<file path="config.mk">
export PLATFORM = sky130hd
export DESIGN_NAME = pec_collector
export DESIGN_NICKNAME = d
export VERILOG_FILES = /design/src/rtl/pec_pkg.sv /design/src/rtl/pec_mark.sv /design/src/rtl/pec_pipe.sv /design/src/rtl/pec_ctrl.sv /design/src/rtl/pec_collector.sv
export SDC_FILE = /design/constraint.sdc
export NUM_CORES = 1
export LEC_CHECK = 0
export ABC_CLOCK_PERIOD_IN_PS = 2430
export BUFFER_PORTS_ARGS = -buffer_cell sky130_fd_sc_hd__buf_4
export CORE_ASPECT_RATIO = 0.8
export CORE_UTILIZATION = 40
export DETAILED_ROUTE_END_ITERATION = 10
export GPL_TIMING_DRIVEN = 0
export SYNTH_ARGS = -nofsm -noshare
export SYNTH_HDL_FRONTEND = slang
export SYNTH_SLANG_ARGS = --single-unit
export TNS_END_PERCENT = 1
</file>
<file path="constraint.sdc">
create_clock -name clk -period 2.43 [get_ports clk]
set_clock_uncertainty 0.05 [all_clocks]
set_input_delay 0.1215 -clock clk [delete_from_list [all_inputs] [get_ports clk]]
set_output_delay 0.1215 -clock clk [all_outputs]
set_load 0.01 [all_outputs]
</file>
<file path="src/rtl/pec_pkg.sv">
package pec_pkg;

    typedef enum logic [2:0] {
        CZ_NONE     = 3'd0,
        CZ_PAGE     = 3'd1,
        CZ_PROT     = 3'd2,
        CZ_ALIGN    = 3'd3,
        CZ_ILLEGAL  = 3'd4,
        CZ_OVERFLOW = 3'd5
    } cause_e;

    typedef enum logic [1:0] {
        SG_FETCH  = 2'd0,
        SG_DECODE = 2'd1,
        SG_EXEC   = 2'd2,
        SG_MEM    = 2'd3
    } stage_e;

    typedef struct packed {
        logic   hit;
        stage_e stg;
        cause_e cause;
    } xvec_t;

    typedef struct packed {
        logic  valid;
        logic  in_slot;
        logic  store;
        logic  regwr;
        xvec_t xv;
    } tag_t;

    typedef enum logic [0:0] {
        ST_RUN   = 1'b0,
        ST_REDIR = 1'b1
    } ctrl_e;

endpackage

</file>
<file path="src/rtl/pec_mark.sv">
module pec_mark
    import pec_pkg::*;
#(
    parameter stage_e STG = SG_FETCH
) (
    input  tag_t   tin,
    input  cause_e raw,
    output tag_t   tout
);

    // The first fault wins: a marked instruction keeps its vector.
    always_comb begin
        tout = tin;
        if (tin.valid && !tin.xv.hit && raw != CZ_NONE) begin
            tout.xv.hit   = 1'b1;
            tout.xv.stg   = STG;
            tout.xv.cause = raw;
        end
    end

endmodule

</file>
<file path="src/rtl/pec_pipe.sv">
module pec_pipe
    import pec_pkg::*;
#(
    parameter int PC_W = 32,
    parameter int NSTG = 4
) (
    input  logic            clk,
    input  logic            rst_n,
    input  logic            flush,
    input  logic            drop_fetch,
    input  tag_t            fe_tag,
    input  logic [PC_W-1:0] fe_pc,
    input  cause_e          raw [NSTG-1],
    output tag_t            mem_tag,
    output logic [PC_W-1:0] mem_pc,
    output tag_t            wb_tag,
    output logic [PC_W-1:0] wb_pc
);

    localparam int MEM_IX = NSTG - 2;
    localparam int WB_IX  = NSTG - 1;

    tag_t            q_tag [NSTG];
    logic [PC_W-1:0] q_pc  [NSTG];
    tag_t            m_tag [NSTG-1];

    // Stage j holds decode, execute, memory and write-back in turn.
    // Each stage except write-back can add a mark.
    for (genvar j = 0; j < NSTG - 1; j++) begin : g_mark
        pec_mark #(.STG(stage_e'(2'(j + 1)))) u_mark (
            .tin  (q_tag[j]),
            .raw  (raw[j]),
            .tout (m_tag[j])
        );
    end

    always_ff @(posedge clk) begin
        if (!rst_n || flush) begin
            for (int j = 0; j < NSTG; j++) begin
                q_tag[j] <= '0;
                q_pc[j]  <= '0;
            end
        end else begin
            q_tag[0] <= drop_fetch ? tag_t'('0) : fe_tag;
            q_pc[0]  <= fe_pc;
            for (int j = 1; j < NSTG; j++) begin
                q_tag[j] <= m_tag[j-1];
                q_pc[j]  <= q_pc[j-1];
            end
        end
    end

    assign mem_tag = m_tag[MEM_IX];
    assign mem_pc  = q_pc[MEM_IX];
    assign wb_tag  = q_tag[WB_IX];
    assign wb_pc   = q_pc[WB_IX];

endmodule

</file>
<file path="src/rtl/pec_ctrl.sv">
module pec_ctrl
    import pec_pkg::*;
#(
    parameter int              PC_W       = 32,
    parameter int              INSN_BYTES = 4,
    parameter logic [PC_W-1:0] TRAP_VEC   = 'h80
) (
    input  logic            clk,
    input  logic            rst_n,
    input  tag_t            mem_tag,
    input  logic [PC_W-1:0] mem_pc,
    output logic            flush,
    output logic            drop_fetch,
    output logic            redirect_valid,
    output logic [PC_W-1:0] redirect_pc,
    output logic [PC_W-1:0] trap_epc,
    output cause_e          trap_cause,
    output stage_e          trap_stage
);

    localparam logic [PC_W-1:0] STEP = PC_W'(INSN_BYTES);

    ctrl_e st_q, st_d;
    logic  commit_fault;

    assign commit_fault = mem_tag.valid && mem_tag.xv.hit;

    always_comb begin
        st_d = st_q;
        unique case (st_q)
            ST_RUN:   if (commit_fault) st_d = ST_REDIR;
            ST_REDIR: st_d = ST_RUN;
            default:  st_d = ST_RUN;
        endcase
    end

    always_ff @(posedge clk) begin
        if (!rst_n) st_q <= ST_RUN;
        else        st_q <= st_d;
    end

    always_comb begin
        flush          = 1'b0;
        drop_fetch     = 1'b0;
        redirect_valid = 1'b0;
        unique case (st_q)
            ST_RUN:   flush = commit_fault;
            ST_REDIR: begin
                drop_fetch     = 1'b1;
                redirect_valid = 1'b1;
            end
            default:  ;
        endcase
    end

    assign redirect_pc = TRAP_VEC;

    always_ff @(posedge clk) begin
        if (!rst_n) begin
            trap_epc   <= '0;
            trap_cause <= CZ_NONE;
            trap_stage <= SG_FETCH;
        end else if (st_q == ST_RUN && commit_fault) begin
            trap_epc   <= mem_tag.in_slot ? mem_pc - STEP : mem_pc;
            trap_cause <= mem_tag.xv.cause;
            trap_stage <= mem_tag.xv.stg;
        end
    end

endmodule

</file>
<file path="src/rtl/pec_collector.sv">
module pec_collector
    import pec_pkg::*;
#(
    parameter int              PC_W       = 32,
    parameter int              INSN_BYTES = 4,
    parameter logic [PC_W-1:0] TRAP_VEC   = 'h80
) (
    input  logic            clk,
    input  logic            rst_n,
    input  logic            fe_valid,
    input  logic [PC_W-1:0] fe_pc,
    input  logic            fe_in_slot,
    input  logic            fe_store,
    input  logic            fe_regwr,
    input  logic [1:0]      fe_fault,
    input  logic            dec_illegal,
    input  logic            exe_overflow,
    input  logic [1:0]      mem_fault,
    output logic            mem_wr_en,
    output logic            wb_valid,
    output logic [PC_W-1:0] wb_pc,
    output logic            wb_wr_en,
    output logic            redirect_valid,
    output logic [PC_W-1:0] redirect_pc,
    output logic [PC_W-1:0] trap_epc,
    output logic [2:0]      trap_cause,
    output logic [1:0]      trap_stage
);

    localparam int NSTG = 4;

    tag_t            fe_raw_tag, fe_tag, mem_tag, wb_tag;
    logic [PC_W-1:0] mem_pc;
    cause_e          raw [NSTG-1];
    logic            flush, drop_fetch;
    cause_e          cause_q;
    stage_e          stage_q;

    always_comb begin
        fe_raw_tag         = '0;
        fe_raw_tag.valid   = fe_valid;
        fe_raw_tag.in_slot = fe_in_slot;
        fe_raw_tag.store   = fe_store;
        fe_raw_tag.regwr   = fe_regwr;
        raw[0] = dec_illegal  ? CZ_ILLEGAL  : CZ_NONE;
        raw[1] = exe_overflow ? CZ_OVERFLOW : CZ_NONE;
        raw[2] = cause_e'({1'b0, mem_fault});
    end

    pec_mark #(.STG(SG_FETCH)) u_fe_mark (
        .tin  (fe_raw_tag),
        .raw  (cause_e'({1'b0, fe_fault})),
        .tout (fe_tag)
    );

    pec_pipe #(.PC_W(PC_W), .NSTG(NSTG)) u_pipe (
        .clk        (clk),
        .rst_n      (rst_n),
        .flush      (flush),
        .drop_fetch (drop_fetch),
        .fe_tag     (fe_tag),
        .fe_pc      (fe_pc),
        .raw        (raw),
        .mem_tag    (mem_tag),
        .mem_pc     (mem_pc),
        .wb_tag     (wb_tag),
        .wb_pc      (wb_pc)
    );

    pec_ctrl #(.PC_W(PC_W), .INSN_BYTES(INSN_BYTES), .TRAP_VEC(TRAP_VEC)) u_ctrl (
        .clk            (clk),
        .rst_n          (rst_n),
        .mem_tag        (mem_tag),
        .mem_pc         (mem_pc),
        .flush          (flush),
        .drop_fetch     (drop_fetch),
        .redirect_valid (redirect_valid),
        .redirect_pc    (redirect_pc),
        .trap_epc       (trap_epc),
        .trap_cause     (cause_q),
        .trap_stage     (stage_q)
    );

    assign mem_wr_en  = mem_tag.valid && mem_tag.store && !mem_tag.xv.hit;
    assign wb_valid   = wb_tag.valid;
    assign wb_wr_en   = wb_tag.valid && wb_tag.regwr;
    assign trap_cause = cause_q;
    assign trap_stage = stage_q;

endmodule

</file>
Yosys cells after proc, flatten, opt, wreduce, memory -nomap -nowiden
Memory sizes are Yosys's and may differ from the RTL's.
Cells that the tools add are included.
{ "totals": {"elab_cells": 61, "in_bits": 44, "mem_bits_rw": 168, "register_bits": 38, "memories": 2} }
{ "op_classes": {"n_reduce_logical": 22, "bitwise_logic": 9, "muxes": 23, "addsub": 1} }
{ "mem_list": {"columns": ["name", "words", "width", "rd", "rd_clocked_by_memory_dff", "write_ports", "line_no", "text"], "rows": [
  ["u_pipe.q_pc", 4, 32, 4, 0, 4, "pec_pipe.sv:24", "logic [PC_W-1:0] q_pc [NSTG];"],
  ["u_pipe.q_tag", 4, 10, 4, 0, 4, "pec_pipe.sv:23", "tag_t q_tag [NSTG];"]
]} }
{ "op_table": {"columns": ["cell", "count"], "rows": [
  ["2-to-1 mux 32 bit", 5],
  ["2-to-1 mux 10 bit", 5],
  ["subtractor 32 x 3 -> 32 bit, second input constant", 1],
  ["2-to-1 mux 6 bit", 4],
  ["logical AND 1 bit", 12],
  ["nonzero test 3 bit", 4],
  ["OR 1 bit", 8],
  ["2-to-1 mux 1 bit", 6],
  ["2-to-1 mux 3 bit", 2],
  ["logical NOT 1 bit", 5],
  ["one-hot mux 1 bit (2 select lines)", 1],
  ["logical OR 1 bit", 1],
  ["inverter 1 bit", 1]
]} }

Longest topological paths before layout
Gate-level depths: netlist of run 1.
An unclocked memory read counts as a cell.
{ "depth": {"word_depth": 11, "depth_mapped": 8, "ltp_nobuf": 7} }

By module
Synthesis of run 1 repeated with hierarchy kept, for this count alone.
{ "hier_totals": {"hier_cells": 695, "area_unflattened_um2": 7714.9} }
{ "by_module_without_submodules": {"columns": ["mod", "cells_each", "instances", "area_each_um2", "seq_area_each_um2"], "rows": [
  ["pec_pipe", 372, 1, 5107.4, 3363.2],
  ["pec_ctrl", 256, 1, 2107.0, 760.7],
  ["pec_mark at u_fe_mark ...", 16, 3, 120.1, 0.0],
  ["pec_mark at u_pipe.g_mark[2].u_mark", 16, 1, 121.4, 0.0],
  ["pec_collector", 3, 1, 18.8, 0.0]
]} }

Worst setup path before layout of run 1
OpenSTA, ideal clock, no wires.
{ "synth_path": {"kind": "reg-to-reg", "from": "memory u_pipe.q_pc[2][15]", "to": "register u_ctrl.trap_epc[22]", "arrival_time_ns": 1.611, "required_ns": 2.257, "setup_ns": 0.123, "n_path_buf": 0, "path_stages_with_launch": 6, "synth_period_minus_slack_ns": 1.784, "slack_ns": 0.646, "cell_sequence": "dfxtp_1 > or4_4 > or3_1 > nor3_2 > xnor2_1 > o21ai_2"} }
{ "synth_rtl": {"columns": ["item", "line_no", "text"], "rows": [
  ["start, declared", "pec_pipe.sv:24", null],
  ["end signal, assigned", "pec_ctrl.sv:64", "trap_epc <= mem_tag.in_slot ? mem_pc - STEP : mem_pc;"],
  ["end, declared", "pec_ctrl.sv:16", "output logic [PC_W-1:0] trap_epc,"]
]} }

==> results of run 1 <==
## layer usage
metal  global-route usage, %  wire length (µm)  vias up
met1                    21.1              5980     1825
met5                       0                 0        -
met3                    5.25               693       12
li1                        -                 -     2226
met4                    5.66               173        0
met2                    25.8              5470      111
## flip-flops by register name, summed over array words and instances (netlist names)
name / cells
u_ctrl.trap_stage: 2
u_ctrl.trap_epc: 32
u_pipe.q_pc: 128
u_ctrl.st_q: 1
u_pipe.q_tag: 28
u_ctrl.trap_cause: 3
## path summary, 6_finish.rpt
| kind | startpoint | end | depth (start not counted) |
|---|---|---|---|
| setup / recovery | u_ctrl.st_q | u_pipe.q_tag[0][5] | 6 |
| hold / removal | rst_n | u_ctrl.trap_epc[25] | 3 |
| setup reg to reg | u_ctrl.st_q | u_pipe.q_tag[0][5] | 6 |
| hold reg to reg | u_pipe.q_pc[0][16] | u_pipe.q_pc[1][16] | 1 |
## cells by family (layout without fill, tap and decap cells)
group,after synthesis,count (layout)
AOI/OAI and AO/OA,43,43
xor gates and xnor gates,28,28
adders and majority gates,1,1
buffers and inverters,60,250
DFF,194,194
muxes,2,2
other,2,32
and+or+nand+nor,260,260
## critical path, delay by kind of cell (launching register included)
family	cells	cell delay [ns]
AO/OA/AOI/OAI	2	0.71
buffers and inverters	1	0.55
flip-flops	1	0.33
AND/OR/NAND/NOR	3	0.63
## Yosys cell counts
master / count
nand3_1: 2
and4b_1: 1
a21boi_0: 1
nand3b_1: 2
o21ai_2: 1
o21ai_1: 3
nand4_1: 8
nor4_4: 1
mux2i_1: 2
nand4b_1: 1
nor2b_1: 4
o21ai_0: 33
and2_1: 141
a22o_1: 2
o21a_1: 1
buf_2: 1
and3_1: 7
nand2_1: 45
nor2_2: 1
xor2_1: 13
xnor2_1: 15
and3b_1: 1
or3_1: 1
dfxtp_1: 194
inv_1: 3
nor4b_4: 1
nor3_2: 1
or4_1: 2
nand2b_1: 2
buf_4: 32
clkbuf_1: 24
a21oi_1: 2
nor2_1: 25
or4_4: 1
conb_1: 2
nor4_1: 5
ha_1: 1
or2_2: 1
nor3_1: 7
## cell type report
type	instances	area, µm²	area share (%)
buffer	57	342	3.98
clock buffer	23	488	5.68
clock inverter	8	173	2.01
inverter	3	11.3	0.131
multi-input combinational	366	2120	24.7
sequential	194	3880	45.2
tap	210	263	3.06
timing repair buffer	159	1300	15.2
## power by group through the flow
stage                     Sequential (µW)  Clock, µW  Combinational [µW]
after floorplan                      3380          0                 222
after global placement               3380          0                 347
after detailed placement             3390          0                 354
after CTS                            3320       3100                 409
after global routing                 3320       3240                 456
final                                3310       3040                 410
## through the flow
stage	instances	worst slack, ns	power, µW	area (µm²)	utilization, %
6_report	1020	0.0496	6760	8590	56.8
5_1_grt	1020	-0.138	7020	8590	56.8
4_1_cts	1020	0.00464	6820	8580	56.8
3_5_place_dp	946	0.0368	3740	7490	49.5
3_3_place_gp	946	0.0980	3730	7490	49.5
2_1_floorplan	620	0.646	3600	6350	-
## repair_timing
action / in CTS / in global routing
endpoints found under the hold margin: 45 / 0
hold buffers: 43 / 0
endpoints found under the setup margin: 0 / 131
gates resized for setup: 0 / 10
==> results.sh, run 1 <==
export IMPL_totalWireLength_um=12300
export IMPL_pwr_share_comb_pct=6.1
export IMPL_cts_root_buf="clkbuf_16"
export IMPL_h_tree_depth=4
export IMPL_drt_iter0_drc=143
export IMPL_hp_class="in -> reg"
export IMPL_seqPwrFrac_pct=49.0
export IMPL_avgViaCountPerCell=4.09
export IMPL_synthCells=590
export IMPL_synth_area_leaders="dfxtp_1, and2_1, buf_4, nand2_1, o21ai_0"
export IMPL_p_per_area_mw_per_mm2=788
export IMPL_final_cell_mix="dfxtp_1, buf_4, and2_1"
export IMPL_drv_slew=0
export IMPL_switching_power_uw=1330
export IMPL_reg2reg_slack_ns=0.05
export IMPL_crit_type="reg -> reg"
export IMPL_wl_per_cell_um=12.1
export IMPL_crit_path_start_kind="flop"
export IMPL_setup_viol=0
export IMPL_period_share_pct=98.0
export IMPL_dp_hpwl_um=9180
export IMPL_ys_types=39
export IMPL_slowest_stage="o21ai_1"
export IMPL_hold_violations=0
export IMPL_drive_above_1_share_pct=23.5
export IMPL_path_cells="nand2b_1 > o21ai_1 > nor2_1 > and2_1 > o21a_1 > dlygate4sd3_1"
export IMPL_swShare_pct=19.6
export IMPL_cp_end_kind="flop"
export IMPL_grt_use_total_pct=16.3
export IMPL_arrival_ns=2.64
export IMPL_intPower_uw=5430
export IMPL_numCtsBuffers=17
export IMPL_die_x_um=142
export IMPL_synthAdderAreaFrac_pct=0.200
export IMPL_nets=843
export IMPL_ios=149
export IMPL_clk_insertion_delay_late_ns=0.42
export IMPL_die_area_mm2=0.0161
export IMPL_die_height_um=114
export IMPL_overflow=0
export IMPL_area_growth_pct=37.5
export IMPL_antenna_cells=0
export IMPL_synth_xor_area_share_pct=3.93
export IMPL_max_cap_viol_count=0
export IMPL_io_buffers=116
export IMPL_cts_buffer_depth=2
export IMPL_layout_commonest_cell="dfxtp_1"
export IMPL_grt_pass1_vias=3920
export IMPL_status="complete, no violations"
export IMPL_dr_pass1_iters=4
export IMPL_yosysTopAreaCellShare_pct=62.2
export IMPL_synth_top_area_cell="dfxtp_1"
export IMPL_p_leak_uw=0.00379
export IMPL_cts_clk_slew_worst_paths_ns=0.07
export IMPL_rsz0062_at_grt="yes"
export IMPL_cp_max_fo=10
export IMPL_avgSynthCellArea_um2=10.6
export IMPL_drc_errors=0
export IMPL_postCtsSetupBuffers=0
export IMPL_whs_ns=0.165
export IMPL_ys_seq_elements=194
export IMPL_crit_required_ns=2.69
export IMPL_vias=4174
export IMPL_synth_simple_area_share_pct=24.0
export IMPL_ir_worst_vdd_mv=0.507
export IMPL_row_count=40
export IMPL_yosysWarnings=0
export IMPL_place_gp_congestion=0.768
export IMPL_synth_compound_area_share_pct=3.71
export IMPL_grt_max_degree=17
export IMPL_cts_sinks=194
export IMPL_max_freq_mhz=420
export IMPL_coreArea_mm2=0.0151
export IMPL_fin_crit_ns=2.38
export IMPL_start_util_pct=41.3
export IMPL_antenna_found_initial=0
export IMPL_n_fill_cell=1345
export IMPL_fin_tns_setup_ns=0
export IMPL_synthMuxAreaShare_pct=0.321
export IMPL_cts_tree="done"
export IMPL_slew_headroom_pct=51.1
export IMPL_final_antenna_net_count=0
export IMPL_slowest_delay_ns=0.60
export IMPL_seq_area_frac_synth_pct=62.2
export IMPL_tightestPinTransition_ns=0.729
export IMPL_synth_top_family_by_area="simple AND/OR/NAND/NOR gates"
export IMPL_power_frac_clock_pct=44.9
export IMPL_grt_pass1_wl_um=19600
export IMPL_synth_area_mm2=0.00624
(Power assumes the default switching activity.)
==> inputs of run 2 (changes only) <==
--- a/config.mk
+++ b/config.mk
@@ -5,6 +5,7 @@
 export SDC_FILE = /design/constraint.sdc
 export NUM_CORES = 1
 export LEC_CHECK = 0
+export ABC_AREA = 1
 export ABC_CLOCK_PERIOD_IN_PS = 2430
 export BUFFER_PORTS_ARGS = -buffer_cell sky130_fd_sc_hd__buf_4
 export CORE_ASPECT_RATIO = 0.8
==> run 2 against run 1 <==
Net effect: setup slack improved by 0.24 ns; design area increased by 8.1%; count of clock-buffer cells in the layout decreased by 4; first-iteration DRC count increased by 87%; synthesized area increased by 10%; via count increased by 29%; register-to-register slack improved by 0.35 ns; critical path depth increased by 6; synthesized cell count increased by 46%; sequential share of layout area decreased by 3.4 points; critical path type is now in -> reg.
==> results.sh, run 2 <==
export IMPL_status="complete, no violations"
export IMPL_cp_end_kind="flop"
export IMPL_tightestPinTransition_ns=0.647
export IMPL_switching_power_uw=1540
export IMPL_avgViaCountPerCell=4.11
export IMPL_place_gp_congestion=0.953
export IMPL_ys_seq_elements=194
export IMPL_fin_crit_ns=2.14
export IMPL_crit_path_start_kind="input pin"
export IMPL_h_tree_depth=4
export IMPL_drt_iter0_drc=267
export IMPL_crit_type="in -> reg"
export IMPL_hp_class="in -> reg"
export IMPL_cts_sinks=194
export IMPL_final_cell_mix="nor2_1, dfxtp_1, inv_1"
export IMPL_layout_commonest_cell="nor2_1"
export IMPL_p_leak_uw=0.00458
export IMPL_largest_reg_flops=128
export IMPL_final_seq_area_mm2=0.00388
export IMPL_hold_violations=0
export IMPL_slowest_stage="dlygate4sd3_1"
export IMPL_crit_required_ns=2.76
export IMPL_synth_top_area_cell="dfxtp_1"
export IMPL_yosysTopAreaCellShare_pct=56.3
export IMPL_n_fill_cell=1537
export IMPL_dp_hpwl_um=11800
export IMPL_worst_r2r_cell_count=9
export IMPL_die_area_mm2=0.0178
export IMPL_die_x_um=149
export IMPL_cts_buffer_depth=2
export IMPL_async_flop_share_pct=0
export IMPL_postLayoutCoreUtil_pct=55.6
export IMPL_pwr_share_comb_pct=7.1
export IMPL_top_regs="u_pipe.q_pc x128, u_ctrl.trap_epc x32, u_pipe.q_tag x28"
export IMPL_ys_types=26
export IMPL_intPower_uw=5510
export IMPL_rsz0062_at_grt="no"
export IMPL_swShare_pct=21.9
export IMPL_arrival_ns=2.47
export IMPL_overflow=0
export IMPL_ios=149
export IMPL_hold_path_depth=6
export IMPL_final_antenna_net_count=0
export IMPL_synth_common_cells="nor2_1, dfxtp_1, inv_1, nand2_1, nand3_1"
export IMPL_max_freq_mhz=467
export IMPL_slew_headroom_pct=56.9
export IMPL_start_util_pct=41.3
export IMPL_cts_tree="done"
export IMPL_drc_errors=0
export IMPL_wl_per_cell_um=12.4
export IMPL_max_flop_register="u_pipe.q_pc"
export IMPL_period_share_pct=88.0
export IMPL_seq_area_frac_synth_pct=56.3
export IMPL_path_depth=12
export IMPL_grt_max_degree=18
export IMPL_grt_pass1_vias=4912
export IMPL_dp_cells=1230
export IMPL_yosysMostFrequentCell="nor2_1"
export IMPL_totalWireLength_um=16100
export IMPL_final_cells=1306
export IMPL_seqPwrFrac_pct=46.9
export IMPL_avgSynthCellArea_um2=7.98
export IMPL_row_count=42
export IMPL_area_growth_pct=34.7
export IMPL_synth_edf_count=0
export IMPL_dr_pass1_iters=5
export IMPL_cp_max_fo=4
export IMPL_vias=5373
export IMPL_die_height_um=119
export IMPL_fin_tns_setup_ns=0
export IMPL_cts_clk_slew_worst_paths_ns=0.07
export IMPL_path_buf_inv=4
export IMPL_cpMostUsedCell="nand2_1"
export IMPL_antenna_cells=0
export IMPL_multiInputGateArea_mm2=0.00204
export IMPL_drv_slew=0
export IMPL_max_cap_viol_count=0
export IMPL_clk_insertion_delay_late_ns=0.44
export IMPL_numCtsBuffers=17
export IMPL_synth_area_leaders="dfxtp_1, nor2_1, inv_1, nand2_1, nand3_1"
export IMPL_slowest_delay_ns=0.55
export IMPL_grt_use_total_pct=19.0
export IMPL_cts_root_buf="clkbuf_16"
export IMPL_synthCells=864
export IMPL_yosysWarnings=0
export IMPL_grt_pass1_wl_um=25300
export IMPL_ir_worst_vdd_mv=0.467
export IMPL_ctsResizeCount=0
export IMPL_setup_viol=0
export IMPL_p_per_area_mw_per_mm2=759
export IMPL_synth_area_mm2=0.00689
export IMPL_postCtsSetupBuffers=0
export IMPL_path_cells="dlygate4sd3_1 > buf_4 > inv_1 > nand2_1 > nand3_1 > nand2_1 > nand2_1 > nand2_1 > nor2_1 > nand2_1 > nor2_1 > dlygate4sd3_1"
export IMPL_antenna_found_initial=0
export IMPL_io_buffers=116
export IMPL_synth_ff_type="dfxtp_1"
export IMPL_cts_hold_buffers_added=44
export IMPL_power_frac_clock_pct=46.0
export IMPL_crit_family="buffers and inverters"
export IMPL_coreArea_mm2=0.0167
export IMPL_drive_above_1_share_pct=20.3
export IMPL_nets=1118
[run 2: cell count changes in the layout (fill, tap and decap cells not counted), sizes merged, moves of 14 or more]
cell / change
inv: +166
nand3: +70
nor2: +194
o21ai: -14
clkbuf: -25
nand2: +59
buf: +24
xnor2: -15
and2: -141
[run 2: power by group through the flow]
stage | registers [µW] | logic (µW) | clock network (µW)
floorplan | 3370 | 301 | 0
finish | 3310 | 504 | 3240
detailed placement | 3380 | 445 | 0
CTS | 3310 | 502 | 3280
global placement | 3380 | 443 | 0
global route | 3310 | 561 | 3430
[run 2: final timing paths]
kind                            from  slack, ns             endpoint
setup / recovery        mem_fault[1]       0.29   u_pipe.q_tag[0][1]
hold / removal                 rst_n       0.17  u_ctrl.trap_epc[22]
setup reg to reg  u_pipe.q_tag[2][5]       0.40   u_pipe.q_tag[0][1]
hold reg to reg   u_pipe.q_tag[1][6]       0.36   u_pipe.q_tag[2][6]
[run 2: layout make-up]
| class | count | share of cell area [%] |
|---|---|---|
| clock inverters | 13 | 2.57 |
| plain buffers | 60 | 4.96 |
| repair buffers | 160 | 14.1 |
| clock buffers | 19 | 4.88 |
| flip-flops and latches | 194 | 41.8 |
| multi-input cells | 475 | 22.0 |
| inverters | 165 | 6.67 |
| well taps | 220 | 2.96 |
[run 2: metrics by stage]
stage               worst slack (ns)  power, µW  cell area, µm²  hold WS (ns)
CTS                            0.291       7090            9290         0.149
global placement               0.642       3820            8150         0.287
floorplan                      0.982       3670            7010         0.184
detailed placement             0.675       3820            8150         0.290
global route                   0.129       7300            9290         0.165
finish                         0.291       7050            9290         0.166
[run 2: kinds of logic (layout without fill, tap and decap cells)]
logic type | after synthesis | after routing | synth area share [%]
xor gates and xnor gates | 3 | 3 | 0.381
buffers and inverters | 225 | 417 | 15.7
DFF | 194 | 194 | 56.3
and+or+nand+nor | 408 | 408 | 25.0
AOI/OAI and AO/OA | 31 | 31 | 2.36
adders and majority gates | 1 | 1 | 0.181
other | 2 | 32 | 0.109
[run 2: metal layers]
layer / wire length (µm) / track usage, % / part of all wire [%] / vias to the layer above
met3: 918 / 5.75 / 5.7 / 22
met5: 0 / 0 / 0 / -
li1: - / - / - / 2910
met4: 265 / 5.93 / 1.6 / 0
met1: 8060 / 26.3 / 50 / 2297
met2: 6900 / 28.3 / 43 / 144
[run 2: worst min-delay path, cell delays in order]
cell     delay [ns]
buf_4          0.13
inv_1          0.06
nor2_2         0.05
buf_6          0.14
nand2_1        0.07
o21ai_1        0.05
==> inputs of run 3 (changes only) <==
--- a/config.mk
+++ b/config.mk
@@ -6,12 +6,11 @@
 export NUM_CORES = 1
 export LEC_CHECK = 0
 export ABC_AREA = 1
-export ABC_CLOCK_PERIOD_IN_PS = 2430
+export ABC_CLOCK_PERIOD_IN_PS = 2500
 export BUFFER_PORTS_ARGS = -buffer_cell sky130_fd_sc_hd__buf_4
 export CORE_ASPECT_RATIO = 0.8
 export CORE_UTILIZATION = 40
 export DETAILED_ROUTE_END_ITERATION = 10
-export GPL_TIMING_DRIVEN = 0
 export SYNTH_ARGS = -nofsm -noshare
 export SYNTH_HDL_FRONTEND = slang
 export SYNTH_SLANG_ARGS = --single-unit
==> constraint.sdc (replaced) <==
create_clock -name clk -period 2.5 [get_ports clk]
set_clock_uncertainty 0.05 [all_clocks]
set_input_delay 0.125 -clock clk [delete_from_list [all_inputs] [get_ports clk]]
set_output_delay 0.125 -clock clk [all_outputs]
set_load 0.01 [all_outputs]
==> run 3 against run 2 <==
Net effect: power down 8.4%; core utilization down 2.7 points; flip-flop and latch count unchanged; sequential share of layout area up 2.2 points; global-route usage down 0.73 points; first-iteration DRC count up 10%; count of clock-buffer cells in the layout unchanged; sequential power down 3%; non-clock buffer count down 56; combinational power down 15%; register-to-register slack better by 0.02 ns; via count down 3.0%; highest routed layer unchanged.
==> results.sh, run 3 (same netlist as run 2, synthesis figures left out) <==
export IMPL_status="complete, no violations"
export IMPL_postLayoutCoreUtil_pct=52.8
export IMPL_fin_crit_ns=2.20
export IMPL_final_antenna_net_count=0
export IMPL_antenna_found_initial=0
export IMPL_crit_type="in -> reg"
export IMPL_grt_use_total_pct=18.3
export IMPL_drc_errors=0
export IMPL_dp_hpwl_um=10500
export IMPL_hp_class="in -> reg"
export IMPL_coreArea_mm2=0.0167
export IMPL_io_buffers=116
export IMPL_final_cell_mix="nor2_1, dfxtp_1, inv_1"
export IMPL_setup_viol=0
export IMPL_p_leak_uw=0.00428
export IMPL_clk_insertion_delay_late_ns=0.43
export IMPL_h_tree_depth=4
export IMPL_avgViaCountPerCell=4.17
export IMPL_vias=5213
export IMPL_max_freq_mhz=454
export IMPL_postCtsSetupBuffers=0
export IMPL_max_cap_viol_count=0
export IMPL_cp_max_fo=33
export IMPL_place_gp_congestion=0.879
export IMPL_grt_pass1_wl_um=24700
export IMPL_nets=1062
export IMPL_area_growth_pct=28.1
export IMPL_die_area_mm2=0.0178
export IMPL_cts_tree="done"
export IMPL_fin_tns_setup_ns=0
export IMPL_top_regs="u_pipe.q_pc x128, u_ctrl.trap_epc x32, u_pipe.q_tag x28"
export IMPL_n_fill_cell=1600
export IMPL_die_x_um=149
export IMPL_crit_required_ns=2.82
export IMPL_antenna_cells=0
export IMPL_postLayoutSetupSlackWorst_ns=0.296
export IMPL_drive_above_1_share_pct=16.7
export IMPL_die_height_um=119
export IMPL_grt_max_degree=62
export IMPL_drv_slew=0
export IMPL_period_share_pct=88.2
export IMPL_max_flop_register="u_pipe.q_pc"
export IMPL_place_worst_setup_slack_ns=0.702
export IMPL_drt_iter0_drc=295
export IMPL_grt_pass1_vias=4995
export IMPL_numCtsBuffers=17
export IMPL_row_count=42
export IMPL_cts_clk_slew_worst_paths_ns=0.07
export IMPL_largest_reg_flops=128
export IMPL_ios=149
export IMPL_cts_sinks=194
export IMPL_crit_path_start_kind="input pin"
export IMPL_cts_buffer_depth=2
export IMPL_overflow=0
export IMPL_start_util_pct=41.3
export IMPL_layout_commonest_cell="nor2_1"
export IMPL_arrival_ns=2.53
export IMPL_dr_pass1_iters=5
export IMPL_totalWireLength_um=15100
export IMPL_wl_per_cell_um=12.1
export IMPL_rsz0062_at_grt="no"
export IMPL_whs_ns=0.0369
export IMPL_cts_root_buf="clkbuf_16"
export IMPL_ir_worst_vdd_mv=0.434
export IMPL_cp_end_kind="flop"
export IMPL_total_power_uw=6460
export IMPL_hold_violations=0
export IMPL_p_per_area_mw_per_mm2=731
run 3: cell types whose count changed in the layout (fill, tap and decap cells not counted), moves of 2 or more:
| cell | delta |
|---|---|
| buf_4 | -37 |
| buf_6 | -11 |
| buf_2 | -5 |
| buf_12 | +3 |
| bufinv_16 | -3 |
| buf_1 | -2 |
| clkbuf_1 | -2 |
| nand2_1 | -2 |
run 3: metrics by stage:
step | cell area, µm² | cells
finish | 8830 | 1250
global route | 8830 | 1250
CTS | 8820 | 1250
detailed placement | 7770 | 1175
global placement | 7770 | 1175
floorplan | 7010 | 894
run 3: repair_timing:
| item | CTS | global route |
|---|---|---|
| setup endpoints to repair | 0 | 1 |
| gates resized for setup | 0 | 2 |
| endpoints found under the hold margin | 46 | 0 |
| hold buffers | 43 | 0 |
run 3: layout make-up:
type / instances / area [µm²] / area share, %
clock buffers: 19 / 443 / 5.02
multi-input cells: 475 / 2060 / 23.3
well taps: 220 / 275 / 3.12
inverters: 165 / 619 / 7.01
repair buffers: 164 / 1380 / 15.6
flip-flops and latches: 194 / 3880 / 44.0
clock inverters: 13 / 171 / 1.94
run 3: worst paths after layout:
| kind | startpoint | to | slack [ns] | depth (start not counted) |
|---|---|---|---|---|
| hold / removal | dec_illegal | u_pipe.q_tag[1][3] | 0.04 | 3 |
| setup reg to reg | u_pipe.q_tag[2][5] | u_pipe.q_tag[0][1] | 0.42 | 9 |
| hold reg to reg | u_pipe.q_pc[1][15] | u_pipe.q_pc[2][15] | 0.35 | 2 |
| setup / recovery | mem_fault[0] | u_pipe.q_tag[0][1] | 0.30 | 12 |
run 3: metal layers:
metal	GRT usage, %	share of wire [%]
met5	0	0
met1	24.4	50
met2	27.9	42
met4	7.08	1.6
met3	5.06	5.7
run 3: worst max-delay path: stages:
cell	delay, ns
dlygate4sd3_1	0.54
buf_4	0.14
inv_1	0.06
nand2_1	0.06
nand3_1	0.10
nand2_1	0.10
nand2_2	0.21
nand2_8	0.22
nor2_1	0.20
nand2_1	0.12
nor2_1	0.10
dlygate4sd3_1	0.55
run 3: power by group:
part	total (µW)	internal [µW]	switching (µW)	leakage, µW
clock network	2820	1620	1200	0.000301
logic	426	178	247	0.00239
registers	3210	3180	36.3	0.00158
total	6460	4980	1480	0.00428
